$ cat src/rtl/cpu_seq_pkg.sv
`timescale 1ns/1ps
package cpu_seq_pkg;
  localparam int unsigned STEP_W = 3;
  localparam int unsigned N_SRC  = 4;

  localparam logic [STEP_W-1:0] S1 = 3'd1;
  localparam logic [STEP_W-1:0] S2 = 3'd2;
  localparam logic [STEP_W-1:0] S3 = 3'd3;
  localparam logic [STEP_W-1:0] S4 = 3'd4;
  localparam logic [STEP_W-1:0] S5 = 3'd5;
  localparam logic [STEP_W-1:0] S6 = 3'd6;

  localparam logic [1:0] OP_LOAD = 2'b00;
  localparam logic [1:0] OP_ADD  = 2'b01;

  typedef enum logic [2:0] {
    SRC_NONE, SRC_PC, SRC_Z, SRC_MDR, SRC_IRF
  } bus_src_e;
endpackage

$ cat src/rtl/seq_onehot.sv
`timescale 1ns/1ps
module seq_onehot #(
  parameter int unsigned N = 4,
  parameter int unsigned W = 2
) (
  input  logic         en_i,
  input  logic [W-1:0] idx_i,
  output logic [N-1:0] vec_o
);
  for (genvar i = 0; i < N; i++) begin : g_bit
    assign vec_o[i] = en_i && (idx_i == W'(i));
  end
endmodule

$ cat src/rtl/seq_step_ctr.sv
`timescale 1ns/1ps
module seq_step_ctr
  import cpu_seq_pkg::*;
(
  input  logic              clk_i,
  input  logic              rst_ni,
  input  logic              adv_i,
  input  logic              last_i,
  output logic [STEP_W-1:0] step_o
);
  logic [STEP_W-1:0] step_q;

  always_ff @(posedge clk_i or negedge rst_ni) begin
    if (!rst_ni)     step_q <= S1;
    else if (adv_i)  step_q <= last_i ? S1 : step_q + 1'b1;
  end

  assign step_o = step_q;


  wrap_chk: assert property (@(posedge clk_i) disable iff (!rst_ni)
    (adv_i && last_i) |=> (step_q == S1));

  stall_chk: assert property (@(posedge clk_i) disable iff (!rst_ni)
    !adv_i |=> $stable(step_q));

  step_range_chk: assert property (@(posedge clk_i) disable iff (!rst_ni)
    (step_q >= S1) && (step_q <= S6));
endmodule

$ cat src/rtl/seq_decode.sv
`timescale 1ns/1ps
module seq_decode
  import cpu_seq_pkg::*;
#(
  parameter int unsigned REG_W = 2
) (
  input  logic [STEP_W-1:0] step_i,
  input  logic [1:0]        opcode_i,
  input  logic [REG_W-1:0]  rd_i,
  input  logic [REG_W-1:0]  rs_i,
  input  logic              mfc_i,
  output bus_src_e          src_o,
  output logic              gdrv_en_o,
  output logic [REG_W-1:0]  gdrv_idx_o,
  output logic              gld_en_o,
  output logic [REG_W-1:0]  gld_idx_o,
  output logic              pc_ld_o,
  output logic              mar_ld_o,
  output logic              ir_ld_o,
  output logic              z_ld_o,
  output logic              y_ld_o,
  output logic              mem_rd_o,
  output logic              alu_add_o,
  output logic              const_sel_o,
  output logic              adv_o,
  output logic              last_o
);
  always_comb begin
    src_o       = SRC_NONE;
    gdrv_en_o   = 1'b0;
    gdrv_idx_o  = rs_i;
    gld_en_o    = 1'b0;
    gld_idx_o   = rd_i;
    pc_ld_o     = 1'b0;
    mar_ld_o    = 1'b0;
    ir_ld_o     = 1'b0;
    z_ld_o      = 1'b0;
    y_ld_o      = 1'b0;
    mem_rd_o    = 1'b0;
    alu_add_o   = 1'b0;
    const_sel_o = 1'b0;
    adv_o       = 1'b1;
    last_o      = 1'b0;
    unique case (step_i)
      S1: begin
        src_o = SRC_PC; mar_ld_o = 1'b1; mem_rd_o = 1'b1;
        const_sel_o = 1'b1; alu_add_o = 1'b1; z_ld_o = 1'b1;
      end
      S2: begin
        src_o = SRC_Z; pc_ld_o = mfc_i; adv_o = mfc_i;
      end
      S3: begin
        src_o = SRC_MDR; ir_ld_o = 1'b1;
      end
      S4: begin
        if (opcode_i == OP_LOAD) begin
          src_o = SRC_IRF; mar_ld_o = 1'b1; mem_rd_o = 1'b1;
        end else if (opcode_i == OP_ADD) begin
          gdrv_en_o = 1'b1; gdrv_idx_o = rs_i; y_ld_o = 1'b1;
        end else begin
          last_o = 1'b1;  // unknown opcode: idle step, back to fetch
        end
      end
      S5: begin
        if (opcode_i == OP_LOAD) begin
          src_o = SRC_MDR; gld_en_o = mfc_i; adv_o = mfc_i; last_o = 1'b1;
        end else if (opcode_i == OP_ADD) begin
          gdrv_en_o = 1'b1; gdrv_idx_o = rd_i;
          alu_add_o = 1'b1; z_ld_o = 1'b1;
        end else begin
          last_o = 1'b1;
        end
      end
      S6: begin
        if (opcode_i == OP_ADD) begin
          src_o = SRC_Z; gld_en_o = 1'b1;
        end
        last_o = 1'b1;
      end
      default: last_o = 1'b1;
    endcase
  end
endmodule

$ cat src/rtl/cpu_seq_ctrl.sv
`timescale 1ns/1ps
module cpu_seq_ctrl
  import cpu_seq_pkg::*;
#(
  parameter int unsigned N_REG = 4,
  localparam int unsigned REG_W = (N_REG > 1) ? $clog2(N_REG) : 1
) (
  input  logic              clk_i,
  input  logic              rst_ni,
  input  logic [1:0]        opcode_i,
  input  logic [REG_W-1:0]  rd_i,
  input  logic [REG_W-1:0]  rs_i,
  input  logic              mfc_i,
  output logic [N_SRC-1:0]  bus_drv_o,
  output logic [N_REG-1:0]  gpr_drv_o,
  output logic [N_REG-1:0]  gpr_ld_o,
  output logic              pc_ld_o,
  output logic              mar_ld_o,
  output logic              ir_ld_o,
  output logic              z_ld_o,
  output logic              y_ld_o,
  output logic              mem_rd_o,
  output logic              alu_add_o,
  output logic              const_sel_o
);
  logic [STEP_W-1:0] step;
  logic              adv, last;
  bus_src_e          src;
  logic              gdrv_en, gld_en, src_en;
  logic [REG_W-1:0]  gdrv_idx, gld_idx;
  logic [1:0]        src_idx;

  seq_step_ctr u_ctr (
    .clk_i (clk_i), .rst_ni(rst_ni), .adv_i(adv), .last_i(last), .step_o(step)
  );

  seq_decode #(.REG_W(REG_W)) u_dec (
    .step_i(step), .opcode_i(opcode_i), .rd_i(rd_i), .rs_i(rs_i), .mfc_i(mfc_i),
    .src_o(src), .gdrv_en_o(gdrv_en), .gdrv_idx_o(gdrv_idx),
    .gld_en_o(gld_en), .gld_idx_o(gld_idx),
    .pc_ld_o(pc_ld_o), .mar_ld_o(mar_ld_o), .ir_ld_o(ir_ld_o),
    .z_ld_o(z_ld_o), .y_ld_o(y_ld_o), .mem_rd_o(mem_rd_o),
    .alu_add_o(alu_add_o), .const_sel_o(const_sel_o),
    .adv_o(adv), .last_o(last)
  );

  always_comb begin
    src_en  = 1'b1;
    src_idx = 2'd0;
    case (src)
      SRC_PC:  src_idx = 2'd0;
      SRC_Z:   src_idx = 2'd1;
      SRC_MDR: src_idx = 2'd2;
      SRC_IRF: src_idx = 2'd3;
      default: src_en  = 1'b0;
    endcase
  end

  seq_onehot #(.N(N_SRC), .W(2)) u_bus_oh (
    .en_i(src_en), .idx_i(src_idx), .vec_o(bus_drv_o)
  );
  seq_onehot #(.N(N_REG), .W(REG_W)) u_gdrv_oh (
    .en_i(gdrv_en), .idx_i(gdrv_idx), .vec_o(gpr_drv_o)
  );
  seq_onehot #(.N(N_REG), .W(REG_W)) u_gld_oh (
    .en_i(gld_en), .idx_i(gld_idx), .vec_o(gpr_ld_o)
  );


  bus_single_chk: assert property (@(posedge clk_i) disable iff (!rst_ni)
    $onehot0({bus_drv_o, gpr_drv_o}));

  wait_no_load_chk: assert property (@(posedge clk_i) disable iff (!rst_ni)
    (!mfc_i && (step == S2 || (step == S5 && opcode_i == OP_LOAD)))
      |-> !(pc_ld_o || mar_ld_o || ir_ld_o || z_ld_o || y_ld_o || (|gpr_ld_o)));
endmodule

$ cat config.mk
export PLATFORM = sky130hd
export DESIGN_NAME = cpu_seq_ctrl
export DESIGN_NICKNAME = d
export VERILOG_FILES = /design/src/rtl/cpu_seq_pkg.sv /design/src/rtl/seq_onehot.sv /design/src/rtl/seq_step_ctr.sv /design/src/rtl/seq_decode.sv /design/src/rtl/cpu_seq_ctrl.sv
export SDC_FILE = /design/constraint.sdc
export NUM_CORES = 1
export LEC_CHECK = 0
export BUFFER_PORTS_ARGS = -buffer_cell sky130_fd_sc_hd__buf_4
export CAP_MARGIN = 20
export CORE_MARGIN = 3
export CORE_UTILIZATION = 46
export DETAILED_ROUTE_END_ITERATION = 10
export PLACE_DENSITY = 0.77
export SLEW_MARGIN = 0
export SYNTH_ARGS = -nofsm -noshare
export SYNTH_HDL_FRONTEND = slang
export SYNTH_SLANG_ARGS = --single-unit
$ cat constraint.sdc
create_clock -name clk_i -period 2.2 [get_ports clk_i]
set_input_delay 0.22 -clock clk_i [delete_from_list [all_inputs] [get_ports clk_i]]
set_output_delay 0.22 -clock clk_i [all_outputs]
set_load 0.03 [all_outputs]
==> results of run 1 <==
## power breakdown
| group | total [uW] | switching (uW) | internal, uW |
|---|---|---|---|
| clock network | 93.1 | 25.3 | 67.8 |
| logic | 830 | 496 | 334 |
| registers | 129 | 43.4 | 85.3 |
| total | 1050 | 565 | 487 |
## metal layers
layer / up-vias / global-route usage, %
li1: 326 / -
met3: 2 / 2.542
met4: 0 / 9.036
met2: 13 / 31.27
met1: 289 / 22.94
met5: - / 0
## timing repair
action,in CTS,in global routing
setup endpoints to repair,3,5
endpoints found under the hold margin,3,0
hold buffers,1,0
gates resized for setup,1,4
pin swaps,0,0
## layout by cell type (no fill, tap or decap), types with 3 or more instances in the layout
cell type,synthesis,routed
a21oi_1,4,4
buf_4,2,29
clkbuf_4,0,3
ha_1,5,3
inv_1,6,6
mux2i_1,3,3
nand2_1,3,3
nand2b_1,4,4
o22ai_1,3,3
## final timing paths
kind / start / to / slack, ns
setup / recovery: u_ctr.step_o[0]$_DFFE_PN1P_ / bus_drv_o[1] / 0.05
hold / removal: mfc_i / u_ctr.step_o[0]$_DFFE_PN1P_ / 0.29
setup reg to reg: u_ctr.step_o[2]$_DFFE_PN0P_ / u_ctr.step_o[2]$_DFFE_PN0P_ / 0.32
hold reg to reg: u_ctr.step_o[1]$_DFFE_PN0P_ / u_ctr.step_o[1]$_DFFE_PN0P_ / 0.58
max in group asynchronous: rst_ni / u_ctr.step_o[0]$_DFFE_PN1P_ / 1.69
min in group asynchronous: rst_ni / u_ctr.step_o[2]$_DFFE_PN0P_ / 0.32
## cell type report
cell class / instances / share of cell area, %
sequential: 3 / 8.652
inverter: 7 / 2.979
timing repair buffer: 30 / 25.82
tap: 14 / 1.986
clock buffer: 4 / 2.979
multi-input combinational: 57 / 57.59
## worst max-delay path, stage by stage (launching register included)
cell,delay [ns]
dfstp_2,0.56
inv_1,0.10
ha_2,0.22
and4bb_2,0.26
a211o_1,0.27
a21oi_1,0.12
buf_4,0.18
## cells by family (layout without fill, tap and decap cells)
| kind of cell | after synthesis | count (layout) | share of synthesized area, % |
|---|---|---|---|
| multiplexers | 6 | 6 | 10.55 |
| buffers and inverters | 13 | 41 | 12.50 |
| AND/OR/NAND/NOR | 27 | 27 | 32.62 |
| adder cells (fa/ha/maj) | 5 | 5 | 9.766 |
| flip-flops | 3 | 3 | 11.92 |
| AO/OA/AOI/OAI | 19 | 19 | 22.66 |
## stage by stage
step           utilization (%)  setup TNS, ns  total power (uW)  cell area, um^2
2_1_floorplan                -         -1.007             752.6            649.4
6_report                 73.44              0              1052            882.1
4_1_cts                  72.40              0              1049            869.6
3_5_place_dp             69.17              0             945.2            830.8
3_3_place_gp             69.17              0             930.7            830.8
5_1_grt                  73.44        -0.1620              1136            882.1
==> impl_metrics.env, run 1 <==
export IMPL_fp_dieH_um=43.32
export IMPL_dr_wl_met2_um=785
export IMPL_powerDensity_mw_per_mm2=1193
export IMPL_met3_length_um=71
export IMPL_wl_um=1549
export IMPL_hold_viol=0
export IMPL_finalNetCount=116
export IMPL_drc=0
export IMPL_grt_max_degree=18
export IMPL_synthFlopType="dfrtp_1"
export IMPL_crit_fanout=5
export IMPL_synth_area_leaders="ha_1 9.8%, dfrtp_1 7.8%, a2111oi_1 6.3%, buf_6 5.3%, mux2i_1 4.7%"
export IMPL_crit_required_ns=1.98
export IMPL_port_buffers=28
export IMPL_slew_headroom_pct=58.35
export IMPL_hold_path_class="primary input to flop"
export IMPL_cts_buffers=3
export IMPL_setup_ws_ns=0.05143
export IMPL_first_pass_iters=4
export IMPL_grt_pass1_vias=612
export IMPL_largest_reg_flops=3
export IMPL_pre_cts_ws_ns=0.1818
export IMPL_clock_fmax_ghz=0.4654
export IMPL_place_gp_congestion=0.7789
export IMPL_vdd_ir_drop_max_mv=0.8011
export IMPL_finalClockSkew_ns=0.001641
export IMPL_clk_pin_slew_ns=0.03
export IMPL_highest_layer="met4"
export IMPL_synthTopCellsByCount="6 x inv_1, 5 x ha_1, 4 x a2111oi_1, 4 x a21oi_1, 4 x nand2b_1"
export IMPL_endpoint_kind="output port"
export IMPL_synth_edf_count=0
export IMPL_yosysTopAreaCell="ha_1"
export IMPL_fp_row_count=12
export IMPL_cts_tree="done"
export IMPL_core_area_mm2=0.001201
export IMPL_synth_seq_area_share_pct=11.91
export IMPL_start_util_pct=53.33
export IMPL_fillCellCount=112
export IMPL_grt_pass1_wl_um=2718
export IMPL_syn_num_nets=87
export IMPL_h_tree_depth=1
export IMPL_min_path_cells=3
export IMPL_final_seq_area_um2=76.32
export IMPL_multi_input_area_um2=508.0
export IMPL_final_layout_size_suffix_gt1_share_pct=48.51
export IMPL_synthCells=73
export IMPL_worstMarginPinSlew_ns=0.6247
export IMPL_grt_antenna_before_repair=0
export IMPL_wl_per_cell_um=13.47
export IMPL_status="complete, no violations"
export IMPL_clk_latency_ns=0.23
export IMPL_ctsLongestPathBuffers=2
export IMPL_synth_top_area_share_pct=9.766
export IMPL_grt_overflow_total=0
export IMPL_finalMaxSlewViolations=0
export IMPL_final_min_clock_period_ns=2.149
export IMPL_finalCritPeriodShare_pct=97.66
export IMPL_ant_nets=0
export IMPL_detailed_place_hpwl_um=1237
export IMPL_cts_sinks=3
export IMPL_grt_use_total_pct=18.61
export IMPL_critPathKind="flop to output port"
export IMPL_synth_cell_types=39
export IMPL_leakage_uw=0.0004378
export IMPL_ys_warnings_count=0
export IMPL_met1Wirelength_um=672
export IMPL_post_cts_buffers=0
export IMPL_detail_route_vias_per_cell=5.478
export IMPL_rsz0062_at_grt="true"
export IMPL_syn_area_per_cell_um2=8.776
export IMPL_arrival_ns=1.93
export IMPL_initialDrtViolationCount=9
export IMPL_start_kind="flop"
export IMPL_finalSetupViolCount=0
export IMPL_async_flop_share_pct=100.0
export IMPL_yosysMostFrequentCell="inv_1"
export IMPL_whs_ns=0.2920
export IMPL_die_area_mm2=0.001877
export IMPL_layoutNonFillerInstCount=115
export IMPL_ff2ff_path_depth=5
export IMPL_io_pins=29
export IMPL_die_w_um=43.32
export IMPL_ys_seq_elements=3
export IMPL_diodes=0
export IMPL_vias=630
export IMPL_area_delta_synth_final_pct=37.70
export IMPL_placedCellCount=110
export IMPL_netlist_area_um2=640.6
export IMPL_drv_cap=0
export IMPL_cts_root_buf="clkbuf_4"
No activity file was read; power rests on OpenSTA's default activity.
==> run 2: changes to the inputs <==
--- a/config.mk
+++ b/config.mk
@@ -11,4 +11,5 @@
 export CORE_UTILIZATION = 46
 export DETAILED_ROUTE_END_ITERATION = 10
+export MAX_ROUTING_LAYER = met4
 export PLACE_DENSITY = 0.77
 export SLEW_MARGIN = 0
==> constraint.sdc (replaced) <==
create_clock -name clk_i -period 2.2 [get_ports clk_i]
set_input_delay 0.33 -clock clk_i [delete_from_list [all_inputs] [get_ports clk_i]]
set_output_delay 0.33 -clock clk_i [all_outputs]
set_load 0.03 [all_outputs]
==> run 2 against run 1 <==
Net effect:
- critical path type unchanged
- worst setup slack better by 0.025 ns
- wire length grew 7.9%
- global-route usage increased by 0.92 points
- largest cell class unchanged
- critical path depth is 2 lower
- register-to-register slack improved by 0.08 ns
==> impl_metrics.env, run 2 (same netlist as run 1, synthesis figures left out) <==
export IMPL_hold_viol=0
export IMPL_vias=663
export IMPL_cts_buffers=3
export IMPL_setup_tns_final_ns=0
export IMPL_layoutNonFillerInstCount=120
export IMPL_grt_max_degree=14
export IMPL_crit_required_ns=1.87
export IMPL_ant_nets=0
export IMPL_worstMarginPinSlew_ns=0.4336
export IMPL_final_min_clock_period_ns=2.124
export IMPL_placedCellCount=112
export IMPL_hold_path_class="primary input to flop"
export IMPL_whs_ns=0.3911
export IMPL_clk_latency_ns=0.23
export IMPL_grt_antenna_before_repair=0
export IMPL_powerDensity_mw_per_mm2=1233
export IMPL_slew_headroom_pct=71.09
export IMPL_finalCritPeriodShare_pct=96.53
export IMPL_port_buffers=28
export IMPL_layout_commonest_cell="buf_4"
export IMPL_leakage_uw=0.0004666
export IMPL_arrival_ns=1.79
export IMPL_ctsLongestPathBuffers=2
export IMPL_cts_tree="done"
export IMPL_vdd_ir_drop_max_mv=0.8232
export IMPL_grt_overflow_total=0
export IMPL_h_tree_depth=1
export IMPL_setup_ws_ns=0.07627
export IMPL_final_cell_mix="33 x buf_4, 4 x inv_1, 4 x nand2b_1, 4 x a21oi_1, 4 x a2111oi_1"
export IMPL_grt_use_total_pct=19.53
export IMPL_cts_root_buf="clkbuf_4"
export IMPL_status="complete, no violations"
export IMPL_wl_um=1672
export IMPL_largest_reg_flops=3
export IMPL_initialDrtViolationCount=5
export IMPL_fp_row_count=12
export IMPL_core_area_mm2=0.001201
export IMPL_fp_dieH_um=43.32
export IMPL_clk_pin_slew_ns=0.04
export IMPL_place_gp_congestion=0.8121
export IMPL_drv_cap=0
export IMPL_pre_cts_ws_ns=0.1164
export IMPL_first_pass_iters=4
export IMPL_clock_fmax_ghz=0.4709
export IMPL_wl_per_cell_um=13.93
export IMPL_grt_pass1_vias=628
export IMPL_io_pins=29
export IMPL_detail_route_vias_per_cell=5.525
export IMPL_detailed_place_hpwl_um=1238
export IMPL_drc=0
export IMPL_finalNetCount=121
export IMPL_crit_fanout=8
export IMPL_diodes=0
export IMPL_start_kind="flop"
export IMPL_die_w_um=43.32
export IMPL_endpoint_kind="output port"
export IMPL_start_util_pct=53.33
export IMPL_grt_pass1_wl_um=2766
export IMPL_finalClockSkew_ns=0.006263
export IMPL_final_layout_size_suffix_gt1_share_pct=51.89
export IMPL_finalMaxSlewViolations=0
export IMPL_cts_sinks=3
export IMPL_rsz0062_at_grt="false"
export IMPL_area_delta_synth_final_pct=48.05
export IMPL_die_area_mm2=0.001877
export IMPL_critPathKind="flop to output port"
export IMPL_finalSetupViolCount=0
==> run 2: area by class of cell <==
type                       instances  area [um^2]
inverter                           7        26.28
multi-input combinational         57        533.0
fill                              98        252.7
sequential                         3        76.32
timing repair buffer              35        269.0
clock buffer                       4        26.28
tap                               14        17.52
==> run 2: stage by stage <==
step	util [%]	total power [uW]	cell area, um^2
floorplan	-	752.6	649.4
global placement	70.42	953.7	845.8
detailed placement	70.42	961.8	845.8
CTS	74.90	1083	899.6
global route	78.96	1260	948.4
finish	78.96	1169	948.4
==> run 2: repair_timing <==
item,4_1_cts,5_1_grt
endpoints found under the setup margin,9,10
buffers inserted,2,1
pin swaps,0,2
gates resized for setup,1,9
hold buffers,1,0
hold endpoints to repair,2,0
==> run 2: path summary, 6_finish.rpt <==
check	from	endpoint	slack, ns	cells after the start
setup / recovery	u_ctr.step_o[0]$_DFFE_PN1P_	gpr_ld_o[2]	0.08	4
hold / removal	mfc_i	u_ctr.step_o[0]$_DFFE_PN1P_	0.39	3
setup reg to reg	u_ctr.step_o[0]$_DFFE_PN1P_	u_ctr.step_o[2]$_DFFE_PN0P_	0.40	5
hold reg to reg	u_ctr.step_o[1]$_DFFE_PN0P_	u_ctr.step_o[1]$_DFFE_PN0P_	0.58	1
max in group asynchronous	rst_ni	u_ctr.step_o[0]$_DFFE_PN1P_	1.59	2
min in group asynchronous	rst_ni	u_ctr.step_o[1]$_DFFE_PN0P_	0.42	2
==> run 2: worst max-delay path, stage by stage, from the launching register on <==
cell and delay (ns):
dfstp_2 0.57, ha_4 0.20, nand3b_4 0.10, a2111oi_1 0.45
buf_4 0.24
==> run 2: routing by layer <==
layer,GRT usage (%),wire length [um]
met1,23.94,738
met2,31.27,866
met3,2.542,66
met4,9.036,0
met5,-,0
==> run 2: where the power goes <==
part,internal [uW],switching [uW],total (uW)
clock network,68.0,28.2,96.2
registers,85.4,37.1,123
logic,411,540,950
